**config.mk**
```make
export PLATFORM = sky130hd
export DESIGN_NAME = xor_toggle_array
export DESIGN_NICKNAME = d
export VERILOG_FILES = /design/src/rtl/xta_pkg.sv /design/src/rtl/xta_ctrl.sv /design/src/rtl/xta_array.sv /design/src/rtl/xor_toggle_array.sv
export SDC_FILE = /design/constraint.sdc
export NUM_CORES = 1
export LEC_CHECK = 0
export ABC_AREA = 1
export BUFFER_PORTS_ARGS = -buffer_cell sky130_fd_sc_hd__buf_2
export CORE_ASPECT_RATIO = 0.7
export CORE_MARGIN = 8
export CORE_UTILIZATION = 56
export DETAILED_ROUTE_END_ITERATION = 10
export MAX_ROUTING_LAYER = met4
export PLACE_DENSITY_LB_ADDON = 0.15
export SETUP_SLACK_MARGIN = 0.02
export SLEW_MARGIN = 20
export SYNTH_ARGS = -nofsm -noshare
export SYNTH_HDL_FRONTEND = slang
export SYNTH_SLANG_ARGS = --single-unit
```
**constraint.sdc**
```tcl
create_clock -name clk -period 1.7 [get_ports clk]
set_input_delay 0.255 -clock clk [delete_from_list [all_inputs] [get_ports clk]]
set_output_delay 0.255 -clock clk [all_outputs]
set_load 0.01 [all_outputs]
```
**src/rtl/xta_pkg.sv**
```systemverilog
package xta_pkg;
  typedef enum logic [1:0] {
    CMD_XOR    = 2'd0,
    CMD_TOGGLE = 2'd1,
    CMD_ERASE  = 2'd2,
    CMD_BAD    = 2'd3
  } cmd_e;

  typedef enum logic [1:0] {
    ST_IDLE  = 2'd0,
    ST_RESET = 2'd1,
    ST_FLIP  = 2'd2,
    ST_FIN   = 2'd3
  } state_e;

  // Strobes from the sequencer to the array datapath
  typedef struct packed {
    logic busy;
    logic resetPh;
    logic flipPh;
    logic clearAll;
  } ctlStrobes_t;
endpackage

```
**src/rtl/xta_ctrl.sv**
```systemverilog
module xta_ctrl
  import xta_pkg::*;
#(
  parameter int COLS = 8
) (
  input  logic            clk,
  input  logic            rstN,
  input  logic            start,
  input  logic [1:0]      cmd,
  input  logic [COLS-1:0] operand,
  output ctlStrobes_t     strobes,
  output logic [COLS-1:0] opMask,
  output logic            busy,
  output logic            done,
  output logic            cmdErr
);
  state_e state;
  logic   isErase;
  cmd_e   cmdIn;

  assign cmdIn = cmd_e'(cmd);

  always_ff @(posedge clk or negedge rstN) begin
    if (!rstN) begin
      state   <= ST_IDLE;
      isErase <= 1'b0;
      opMask  <= '0;
      cmdErr  <= 1'b0;
    end else begin
      case (state)
        ST_IDLE: begin
          if (start) begin
            if (cmdIn == CMD_BAD) begin
              cmdErr <= 1'b1;
            end else begin
              state   <= ST_RESET;
              isErase <= (cmdIn == CMD_ERASE);
              opMask  <= (cmdIn == CMD_XOR) ? operand : '1;
            end
          end
        end
        ST_RESET: state <= isErase ? ST_FIN : ST_FLIP;
        ST_FLIP:  state <= ST_FIN;
        default:  state <= ST_IDLE;
      endcase
      if (start && state != ST_IDLE) cmdErr <= 1'b1;
    end
  end

  assign busy             = (state != ST_IDLE);
  assign done             = (state == ST_FIN);
  assign strobes.busy     = busy;
  assign strobes.resetPh  = (state == ST_RESET);
  assign strobes.flipPh   = (state == ST_FLIP);
  assign strobes.clearAll = isErase;


  done_pulse_chk: assert property (@(posedge clk) disable iff (!rstN)
    done |=> !done);

  busy_after_start_chk: assert property (@(posedge clk) disable iff (!rstN)
    (start && !busy && cmd != CMD_BAD) |=> busy);

  err_sticky_chk: assert property (@(posedge clk) disable iff (!rstN)
    cmdErr |=> cmdErr);

  bad_cmd_idle_chk: assert property (@(posedge clk) disable iff (!rstN)
    (start && !busy && cmd == CMD_BAD) |=> (!busy && cmdErr));

  mask_held_chk: assert property (@(posedge clk) disable iff (!rstN)
    (busy && !done) |=> $stable(opMask));
endmodule

```
**src/rtl/xta_array.sv**
```systemverilog
module xta_array
  import xta_pkg::*;
#(
  parameter int ROWS = 8,
  parameter int COLS = 8,
  parameter int AW   = 3
) (
  input  logic            clk,
  input  logic            rstN,
  input  ctlStrobes_t     strobes,
  input  logic [COLS-1:0] opMask,
  input  logic [AW-1:0]   addr,
  input  logic            wrEn,
  input  logic [COLS-1:0] wrData,
  input  logic            rdEn,
  output logic [COLS-1:0] rdData
);
  logic [ROWS-1:0][COLS-1:0] cells;
  logic [ROWS-1:0][COLS-1:0] sample;
  logic                      wrAcc;
  logic                      rdAcc;

  assign wrAcc = wrEn && !strobes.busy;
  assign rdAcc = rdEn && !strobes.busy && (int'(addr) < ROWS);

  for (genvar r = 0; r < ROWS; r++) begin : g_row
    always_ff @(posedge clk or negedge rstN) begin
      if (!rstN) begin
        cells[r]  <= '0;
        sample[r] <= '0;
      end else if (strobes.resetPh) begin
        sample[r] <= cells[r];
        cells[r]  <= strobes.clearAll ? '0 : (cells[r] & ~opMask);
      end else if (strobes.flipPh) begin
        cells[r] <= (cells[r] & ~opMask) | (~sample[r] & opMask);
      end else if (wrAcc && int'(addr) == r) begin
        cells[r] <= wrData;
      end
    end
  end

  always_ff @(posedge clk or negedge rstN) begin
    if (!rstN)      rdData <= '0;
    else if (rdAcc) rdData <= cells[addr];
  end


  flip_in_mask_chk: assert property (@(posedge clk) disable iff (!rstN)
    strobes.flipPh |=> (((cells ^ $past(cells)) & ~{ROWS{opMask}}) == '0));

  erase_clears_chk: assert property (@(posedge clk) disable iff (!rstN)
    (strobes.resetPh && strobes.clearAll) |=> (cells == '0));

  busy_no_write_chk: assert property (@(posedge clk) disable iff (!rstN)
    (strobes.busy && !strobes.resetPh && !strobes.flipPh) |=> $stable(cells));

  busy_rd_hold_chk: assert property (@(posedge clk) disable iff (!rstN)
    strobes.busy |=> $stable(rdData));
endmodule

```
**src/rtl/xor_toggle_array.sv**
```systemverilog
module xor_toggle_array
  import xta_pkg::*;
#(
  parameter int ROWS = 8,
  parameter int COLS = 8,
  localparam int AW  = (ROWS > 1) ? $clog2(ROWS) : 1
) (
  input  logic            clk,
  input  logic            rstN,
  input  logic [AW-1:0]   addr,
  input  logic            wrEn,
  input  logic [COLS-1:0] wrData,
  input  logic            rdEn,
  output logic [COLS-1:0] rdData,
  input  logic [COLS-1:0] operand,
  input  logic [1:0]      cmd,
  input  logic            start,
  output logic            busy,
  output logic            done,
  output logic            cmdErr
);
  ctlStrobes_t     strobes;
  logic [COLS-1:0] opMask;

  xta_ctrl #(.COLS(COLS)) u_ctrl (
    .clk(clk), .rstN(rstN), .start(start), .cmd(cmd), .operand(operand),
    .strobes(strobes), .opMask(opMask), .busy(busy), .done(done),
    .cmdErr(cmdErr)
  );

  xta_array #(.ROWS(ROWS), .COLS(COLS), .AW(AW)) u_array (
    .clk(clk), .rstN(rstN), .strobes(strobes), .opMask(opMask),
    .addr(addr), .wrEn(wrEn), .wrData(wrData), .rdEn(rdEn), .rdData(rdData)
  );
endmodule

```
==> flow_summary.json, run 1 <==
{
  "outcome": "complete, no violations",
  "grt_max_degree": 51,
  "drc": 0,
  "drv_slew": 0,
  "antenna_found_initial": 0,
  "timing.final.crit_share_pct": 98.48,
  "max_stage_delay_ns": 0.40,
  "drt_iter0_markers": 823,
  "required_ns": 2.01,
  "postPlaceCellArea_um2": 9163,
  "synth_top_area_cell": "dfrtp_1",
  "finalSetupViolCount": 0,
  "place_congestion": 0.8758,
  "fp.dieArea_um2": 18610,
  "p_leak_uw": 0.005208,
  "core_area_um2": 14010,
  "grt_usage_pct": 26.71,
  "synth_cell_type_count": 27,
  "portBuffers": 36,
  "clock_skew_ns": 0.01118,
  "synth_warnings": 0,
  "relSlewSlack_pct": 73.69,
  "crit_type": "reg2reg",
  "r2r-start": "u_ctrl.state[0]",
  "p_per_area_nw_per_um2": 2154,
  "clkTransAtPathRegs_ns": 0.07,
  "grt_setup_unrepaired": "yes",
  "critPathLaunch": "u_ctrl.state[0]",
  "drt-pass1-iter-count": 9,
  "row_count": 36,
  "dp_hpwl_mm": 15.21,
  "peakVddDrop_v": 0.001083,
  "cts_tree": "built",
  "cts-htree-levels": 4,
  "synthTopCellsByArea": "dfrtp_1 (46%), nand2_1 (26%), o21ai_0 (9.7%)",
  "post-route-cell-area_um2": 9955,
  "numCtsBuffers": 17,
  "rr_worst_depth": 10,
  "r2r_slack_ns": 0.03,
  "grt_pass1_vias": 7631,
  "cts_max_path_buffers": 2,
  "max_cap_violations": 0,
  "max_freq_ghz": 0.5973,
  "cp_max_fo": 16,
  "fp.dieH_um": 116.6,
  "clock_latency_ns": 0.43,
  "start_util_pct": 57.76,
  "cts-root-buf": "clkbuf_16",
  "final_hold_viol_count": 0,
  "syn_avg_cell_area_um2": 7.277,
  "area_growth_pct": 23.02,
  "grt_pass1_wl_mm": 38.32,
  "layout-drive-gt1-share_pct": 18.12,
  "cts.sinks": 148,
  "synth_top_area_share_pct": 45.77,
  "yosysSeqAreaShare_pct": 45.77,
  "finalNetCount": 1250,
  "wl_mm": 23.67,
  "setup_ws_ns": 0.02587,
  "cp-start-kind": "register",
  "grt_overflow": 0,
  "worstSetupEndpointType": "register",
  "dp_slack_ns": -0.05527,
  "worstPathArrival_ns": 1.99,
  "path_cells": "inv_2, ha_2, buf_6, buf_12, nand2_8, nor2_4, buf_12, nor2_1, nand2_1, nand2_1",
  "die_w_um": 159.7,
  "routed_via_density": 5.540,
  "via_count": 7872,
  "period_needed_ns": 1.674,
  "cpMaxStageDelayCell": "dfrtp_1",
  "wl_per_cell_um": 16.65,
  "layout.cells.non_filler": 1421,
  "io_pins": 37,
  "diodes": 0,
  "placed_cells": 1382,
  "tightest_slew_ns": 0.3947,
  "hp-class": "in2reg",
  "synth-seq-cells": 148,
  "synth_cells": 1112,
  "syn_nets": 1144,
  "syn_area_um2": 8092,
  "postRouteAntennaNets": 0
}
-- synth_stat cells, drive strengths merged --
master / count
a21oi: 11
a31o: 1
buf: 47
clkbuf: 5
clkinv: 1
dfrtp: 148
ha: 6
inv: 20
nand2: 557
nand3: 24
nor2: 79
o21ai: 211
o22a: 1
or2: 1
-- what timing repair did --
| item | in CTS | in global routing |
|---|---|---|
| pin swaps | 3 | 6 |
| resized for setup | 17 | 44 |
| hold buffers | 1 | 0 |
| buffers inserted | 1 | 3 |
| endpoints found under the setup margin | 46 | 65 |
| hold endpoints to repair | 34 | 0 |
| cloned | 1 | 1 |
-- kinds of logic after synthesis --
logic type	count (synthesis)	synth area share (%)
buffers and inverters	73	5.381
DFF	148	45.77
adders and majority gates	6	0.9278
AOI/OAI and AO/OA	224	15.06
and+or+nand+nor	661	32.86
-- final cells by class --
class	instances	area [um^2]
Clock buffer	21	460.4
Clock inverter	11	152.6
Fill cell	1099	4054
Inverter	21	98.84
Multi-Input combinational cell	891	4036
Sequential cell	148	3704
Tap cell	190	237.7
Timing Repair Buffer	138	1256
Timing Repair inverter	1	8.758
-- stage by stage --
step           util (%)  hold WS (ns)  total power, uW    TNS, ns
6_report          71.06       0.06720            21440          0
5_1_grt           71.06       0.09948            23060    -0.9057
4_1_cts           70.34       0.06232            21000  -0.008040
3_5_place_dp      65.41        0.1907            16740   -0.07803
3_3_place_gp      65.41        0.1902            16390          0
2_1_floorplan         -      -0.04059            12840          0
-- where the power goes --
group          internal, uW  total, uW  leakage, uW  switching [uW]
registers              5110       6200      0.00187            1100
clock network          2390       3950     0.000289            1560
logic                  4460      11300      0.00305            6830
-- layer usage --
metal / vias to the layer above / wire [um] / share of wire [%] / track usage, %
met1: 3674 / 10350 / 44 / 33.97
met2: 355 / 10740 / 45 / 40.75
met4: 0 / 701 / 3.0 / 12.71
met3: 56 / 1879 / 7.9 / 5.493
met5: - / 0 / 0 / -
li1: 3787 / - / - / -
-- cells in the final DEF (no fill, tap or decap) --
cell type        n
buf_16           1
buf_4           74
o22a_1           1
clkinvlp_4       3
nor2_1          65
a31o_2           1
inv_2            5
buf_12          21
o21ai_2          1
nand2_8          2
dlygate4sd3_1    1
o21ai_0        131
inv_1           13
nor2_4          10
clkinv_4         4
buf_6            6
nor2_2           2
a21oi_1          3
nand2_2         13
nand2_1        538
inv_6            2
bufinv_16        3
dfrtp_1        148
ha_2             2
clkbuf_8         2
inv_4            1
clkbuf_1         2
nand3_1         24
a21oi_4          8
clkinv_2         1
nand2_4          4
or2_2            1
clkinv_8         1
o21ai_1         79
ha_1             3
ha_4             1
nor2_8           2
clkbuf_16       17
buf_2           35
-- worst max-delay path, delay by kind of cell, from the launching register on --
kind,cells,cell delay (ns)
and+or+nand+nor,5,0.46
adders and majority gates,1,0.16
DFF,1,0.40
buffers and inverters,4,0.50
-- how the worst min path moves through the flow --
stage,startpoint,end,cells past startpoint
floorplan,rstN,asynchronous set/reset pin,0
global placement,rstN,u_array.sample[50],1
detailed placement,rstN,u_array.sample[50],1
CTS,operand[1],u_ctrl.opMask[1],3
global route,operand[3],u_ctrl.opMask[3],3
finish,operand[3],u_ctrl.opMask[3],3
No activity file was read; power rests on OpenSTA's default activity.
==> inputs of run 2 (changes only) <==
Settings changed: CORE_ASPECT_RATIO 0.7 to unset, CORE_UTILIZATION 56 to 60.
Clock period 1.7 ns to 1.88 ns, I/O delays scaled along.
==> run 2 against run 1 <==
  * First-iteration DRC count decreased by 26%
  * Register-to-register slack improved by 0.07 ns
  * Routed wire length decreased by 7.4%
  * Sequential power decreased by 10%
  * Core utilization about the same
==> flow_summary.json, run 2 (synthesized netlist as in run 1, its figures left out) <==
{
  "outcome": "complete, no violations",
  "clock_latency_ns": 0.44,
  "drt-pass1-iter-count": 7,
  "drt_iter0_markers": 607,
  "grt_pass1_wl_mm": 36.00,
  "peakVddDrop_v": 0.001345,
  "grt_max_degree": 66,
  "portBuffers": 36,
  "cts-htree-levels": 4,
  "grt_pass1_vias": 7175,
  "max_cap_violations": 0,
  "layout-drive-gt1-share_pct": 12.56,
  "grt_overflow": 0,
  "place_congestion": 0.8585,
  "worstPathArrival_ns": 2.10,
  "hp-class": "in2reg",
  "drv_slew": 0,
  "cts_max_path_buffers": 2,
  "relSlewSlack_pct": 70.87,
  "io_pins": 37,
  "cp-start-kind": "register",
  "max_freq_ghz": 0.5612,
  "antenna_found_initial": 1,
  "row_count": 42,
  "wl_mm": 21.92,
  "drc": 0,
  "postPlaceCellArea_um2": 8534,
  "grt_usage_pct": 26.49,
  "timing.final.crit_share_pct": 94.77,
  "cts.sinks": 148,
  "final_common_cell": "nand2_1",
  "start_util_pct": 61.35,
  "grt_setup_unrepaired": "yes",
  "final_cell_mix": "nand2_1 (549), o21ai_0 (156), dfrtp_1 (148)",
  "worstSetupEndpointType": "register",
  "period_needed_ns": 1.782,
  "post-route-cell-area_um2": 9378,
  "core_area_um2": 13190,
  "finalPower_uw": 18550,
  "required_ns": 2.20,
  "via_count": 7534,
  "cts-root-buf": "clkbuf_16",
  "cp_max_fo": 10,
  "p_per_area_nw_per_um2": 1979,
  "cts_tree": "built",
  "routed_via_density": 5.593,
  "dp_slack_ns": 0.1025,
  "wl_per_cell_um": 16.27,
  "area_growth_pct": 15.90,
  "dp_hpwl_mm": 13.96,
  "clkTransAtPathRegs_ns": 0.06,
  "fp.dieH_um": 132.1,
  "setup_ws_ns": 0.09824,
  "fp.dieArea_um2": 17460,
  "final_hold_viol_count": 0,
  "crit_type": "reg2reg",
  "clock_skew_ns": 0.007140,
  "finalSetupViolCount": 0,
  "finalNetCount": 1189,
  "die_w_um": 132.1,
  "numCtsBuffers": 17,
  "postRouteAntennaNets": 0,
  "tightest_slew_ns": 0.4370,
  "p_leak_uw": 0.004936,
  "fin_util_pct": 71.10
}
## run 2: cell count changes in the layout (fill, tap and decap cells not counted), sizes merged
cell,previous run,this run
inv,21,20
diode,0,1
buf,137,77
clkinvlp,3,0
bufinv,3,6
clkbuf,21,23
clkinv,6,4
## run 2: worst max-delay path, stage by stage (launching register included)
cell and delay, ns:
dfrtp_1 0.39, inv_1 0.12, ha_1 0.21, buf_12 0.17, clkinv_8 0.12, nand2_8 0.17
a21oi_4 0.05, buf_4 0.19, o21ai_1 0.16, nand2_1 0.08
## run 2: metrics by stage
step | hold slack, ns | setup TNS (ns) | instances
final | 0.09416 | 0 | 1347
after global routing | 0.1007 | -0.05671 | 1347
after CTS | 0.08317 | 0 | 1338
after detailed placement | 0.2389 | 0 | 1305
after global placement | 0.2417 | 0 | 1305
after floorplan | -0.01359 | 0 | 1112
## run 2: power breakdown
part	internal [uW]	switching (uW)
Combinational	3250	5750
Clock	2660	1340
Sequential	4620	945
## run 2: repair_timing
item                                    4_1_cts  5_1_grt
resized for setup                             0       11
setup buffers                                 0        8
endpoints found under the setup margin        0       49
endpoints found under the hold margin        41        0
hold buffers                                  1        0
## run 2: layer usage
metal  wire (um)  part of all wire [%]  global-route usage, %
met5           0                     0                      -
met1        9589                    44                  32.60
met4         819                   3.7                  14.36
met3        1320                   6.0                  6.174
met2       10190                    46                  39.78
## run 2: path summary, 6_finish.rpt
path / startpoint / to / slack, ns / cells after the start
max: u_ctrl.state[0] / register / 0.1 / 9
min: start / u_ctrl.cmdErr / 0.09 / 3
min reg2reg: u_ctrl.cmdErr / u_ctrl.cmdErr / 0.46 / 2
min in group asynchronous: rstN / u_ctrl.opMask[2] / 0.34 / 2
max reg2reg: u_ctrl.state[0] / register / 0.1 / 9
max in group asynchronous: rstN / asynchronous set/reset pin / 0.89 / 3
## run 2: area by class of cell
class	count	area [um^2]
Fill cell	1111	3812
Antenna cell	1	2.502
Inverter	21	96.34
Sequential cell	148	3704
Timing Repair Buffer	78	686.9
Multi-Input combinational cell	891	3975
Tap cell	176	220.2
Clock buffer	23	498.0
Clock inverter	9	195.2
==> inputs of run 3 (changes only) <==
Clock period 1.88 ns to 2.25 ns, I/O delays scaled along.
==> run 3 against run 2 <==
  * Non-clock buffer count decreased by 17
  * Global-route usage decreased by 0.21 points
  * Register-to-register slack improved by 0.12 ns
  * Count of clock-buffer cells in the layout decreased by 4
  * Combinational power decreased by 23%
  * Sequential power decreased by 16%
  * Worst setup slack improved by 0.12 ns
==> flow_summary.json, run 3 (synthesized netlist as in run 1, its figures left out) <==
{
  "grt_usage_pct": 26.27,
  "drt-pass1-iter-count": 5,
  "cts.sinks": 148,
  "hp-class": "in2reg",
  "final_common_cell": "nand2_1",
  "cpMaxStageDelayCell": "dfrtp_1",
  "area_growth_pct": 11.88,
  "clock_skew_ns": 0.007054,
  "finalSetupViolCount": 0,
  "fp.dieArea_um2": 17460,
  "layout-drive-gt1-share_pct": 10.67,
  "portBuffers": 36,
  "grt_max_degree": 129,
  "required_ns": 2.62,
  "cp-start-kind": "register",
  "max_freq_ghz": 0.4929,
  "via_count": 7431,
  "postPlaceCellArea_um2": 8417,
  "p_per_area_nw_per_um2": 1615,
  "crit_type": "reg2reg",
  "cts_max_path_buffers": 2,
  "clock_latency_ns": 0.43,
  "cts_tree": "built",
  "grt_overflow": 0,
  "final_cell_mix": "nand2_1 (554), o21ai_0 (157), dfrtp_1 (148)",
  "core_area_um2": 13190,
  "cts-root-buf": "clkbuf_16",
  "antenna_found_initial": 0,
  "setup_ws_ns": 0.2213,
  "die_w_um": 132.1,
  "post-route-cell-area_um2": 9052,
  "wl_per_cell_um": 16.23,
  "diodes": 0,
  "io_pins": 37,
  "drt_iter0_markers": 675,
  "wl_mm": 21.57,
  "max_stage_delay_ns": 0.42,
  "final_hold_viol_count": 0,
  "fin_util_pct": 68.63,
  "path_cells": "inv_1, ha_1, buf_4, nand2_1, o21ai_0, nand2_1, o21ai_0, nand2_1, nand2_1",
  "place_congestion": 0.8424,
  "max_cap_violations": 0,
  "worstSetupEndpointType": "register",
  "p_leak_uw": 0.004769,
  "grt_setup_unrepaired": "no",
  "routed_via_density": 5.591,
  "peakVddDrop_v": 0.0009556,
  "dp_slack_ns": 0.2955,
  "worstPathArrival_ns": 2.40,
  "relSlewSlack_pct": 55.70,
  "grt_pass1_vias": 6965,
  "clkTransAtPathRegs_ns": 0.06,
  "timing.final.crit_share_pct": 90.17,
  "postCtsSetupBuffers": 0,
  "cts-htree-levels": 4,
  "finalNetCount": 1172,
  "grt_pass1_wl_mm": 35.79,
  "drv_slew": 0,
  "setup_tns_ns": 0,
  "numCtsBuffers": 17,
  "min_path_cells": 3,
  "fp.dieH_um": 132.1,
  "row_count": 42,
  "crit_top_cell": "nand2_1",
  "tightest_slew_ns": 0.6644,
  "rr_worst_depth": 9,
  "period_needed_ns": 2.029,
  "outcome": "complete, no violations",
  "dp_hpwl_mm": 13.76,
  "postRouteAntennaNets": 0,
  "cp_max_fo": 8,
  "start_util_pct": 61.35,
  "drc": 0,
  "nFillCells": 1117
}
==> run 3: cell types whose count changed in the layout (fill, tap and decap cells not counted), sizes merged <==
cell | previous run | this run
clkinvlp | 0 | 4
clkinv | 4 | 6
buf | 77 | 60
clkbuf | 23 | 19
bufinv | 6 | 4
diode | 1 | 0
==> run 3: cell type report <==
cell class	instances	area (um^2)	area share, %
clock inverter	13	182.7	2.018
timing repair buffer	61	451.7	4.990
multi-input combinational	891	3955	43.69
clock buffer	19	442.9	4.893
tap	176	220.2	2.433
sequential	148	3704	40.91
inverter	21	96.34	1.064
==> run 3: path summary, 6_finish.rpt <==
check / from / end / slack (ns)
worst max-delay path: u_ctrl.state[0] / register / 0.22
worst min-delay path: operand[3] / u_ctrl.opMask[3] / 0.15
worst max register to register: u_ctrl.state[0] / register / 0.22
worst min register to register: u_array.sample[29] / u_array.sample[29] / 0.46
max in group asynchronous: rstN / asynchronous set/reset pin / 1.08
min in group asynchronous: rstN / u_ctrl.cmdErr / 0.46
==> run 3: layer usage <==
metal	part of all wire, %	vias to the layer above	track usage [%]	wire, um
met2	47	261	39.84	10080
met1	45	3521	34.26	9654
met3	6.7	25	5.412	1446
met4	1.8	0	9.509	387
met5	0	-	-	0
li1	-	3624	-	-
==> run 3: stage by stage <==
stage	instances	power, uW	hold slack, ns
floorplan	1112	9702	0.04191
global placement	1296	11240	0.3919
detailed placement	1296	11460	0.3842
CTS	1329	14550	0.1313
global route	1329	15790	0.1644
finish	1329	14620	0.1477
==> run 3: timing repair <==
action                                 in CTS  in global routing
endpoints found under the hold margin      60                  0
gates resized for setup                     0                  0
hold buffers                                1                  0
==> run 3: report_power, final <==
part	total (uW)	internal, uW	switching (uW)
clock network	3020	1880	1140
logic	6940	2260	4680
registers	4660	3860	801
==> run 3: critical path: cells and delay by family, from the launching register on <==
kind	cells	cell delay, ns
AND/OR/NAND/NOR	4	0.49
flip-flops	1	0.42
buffers and inverters	2	0.36
AO/OA/AOI/OAI	2	0.36
adder cells (fa/ha/maj)	1	0.33
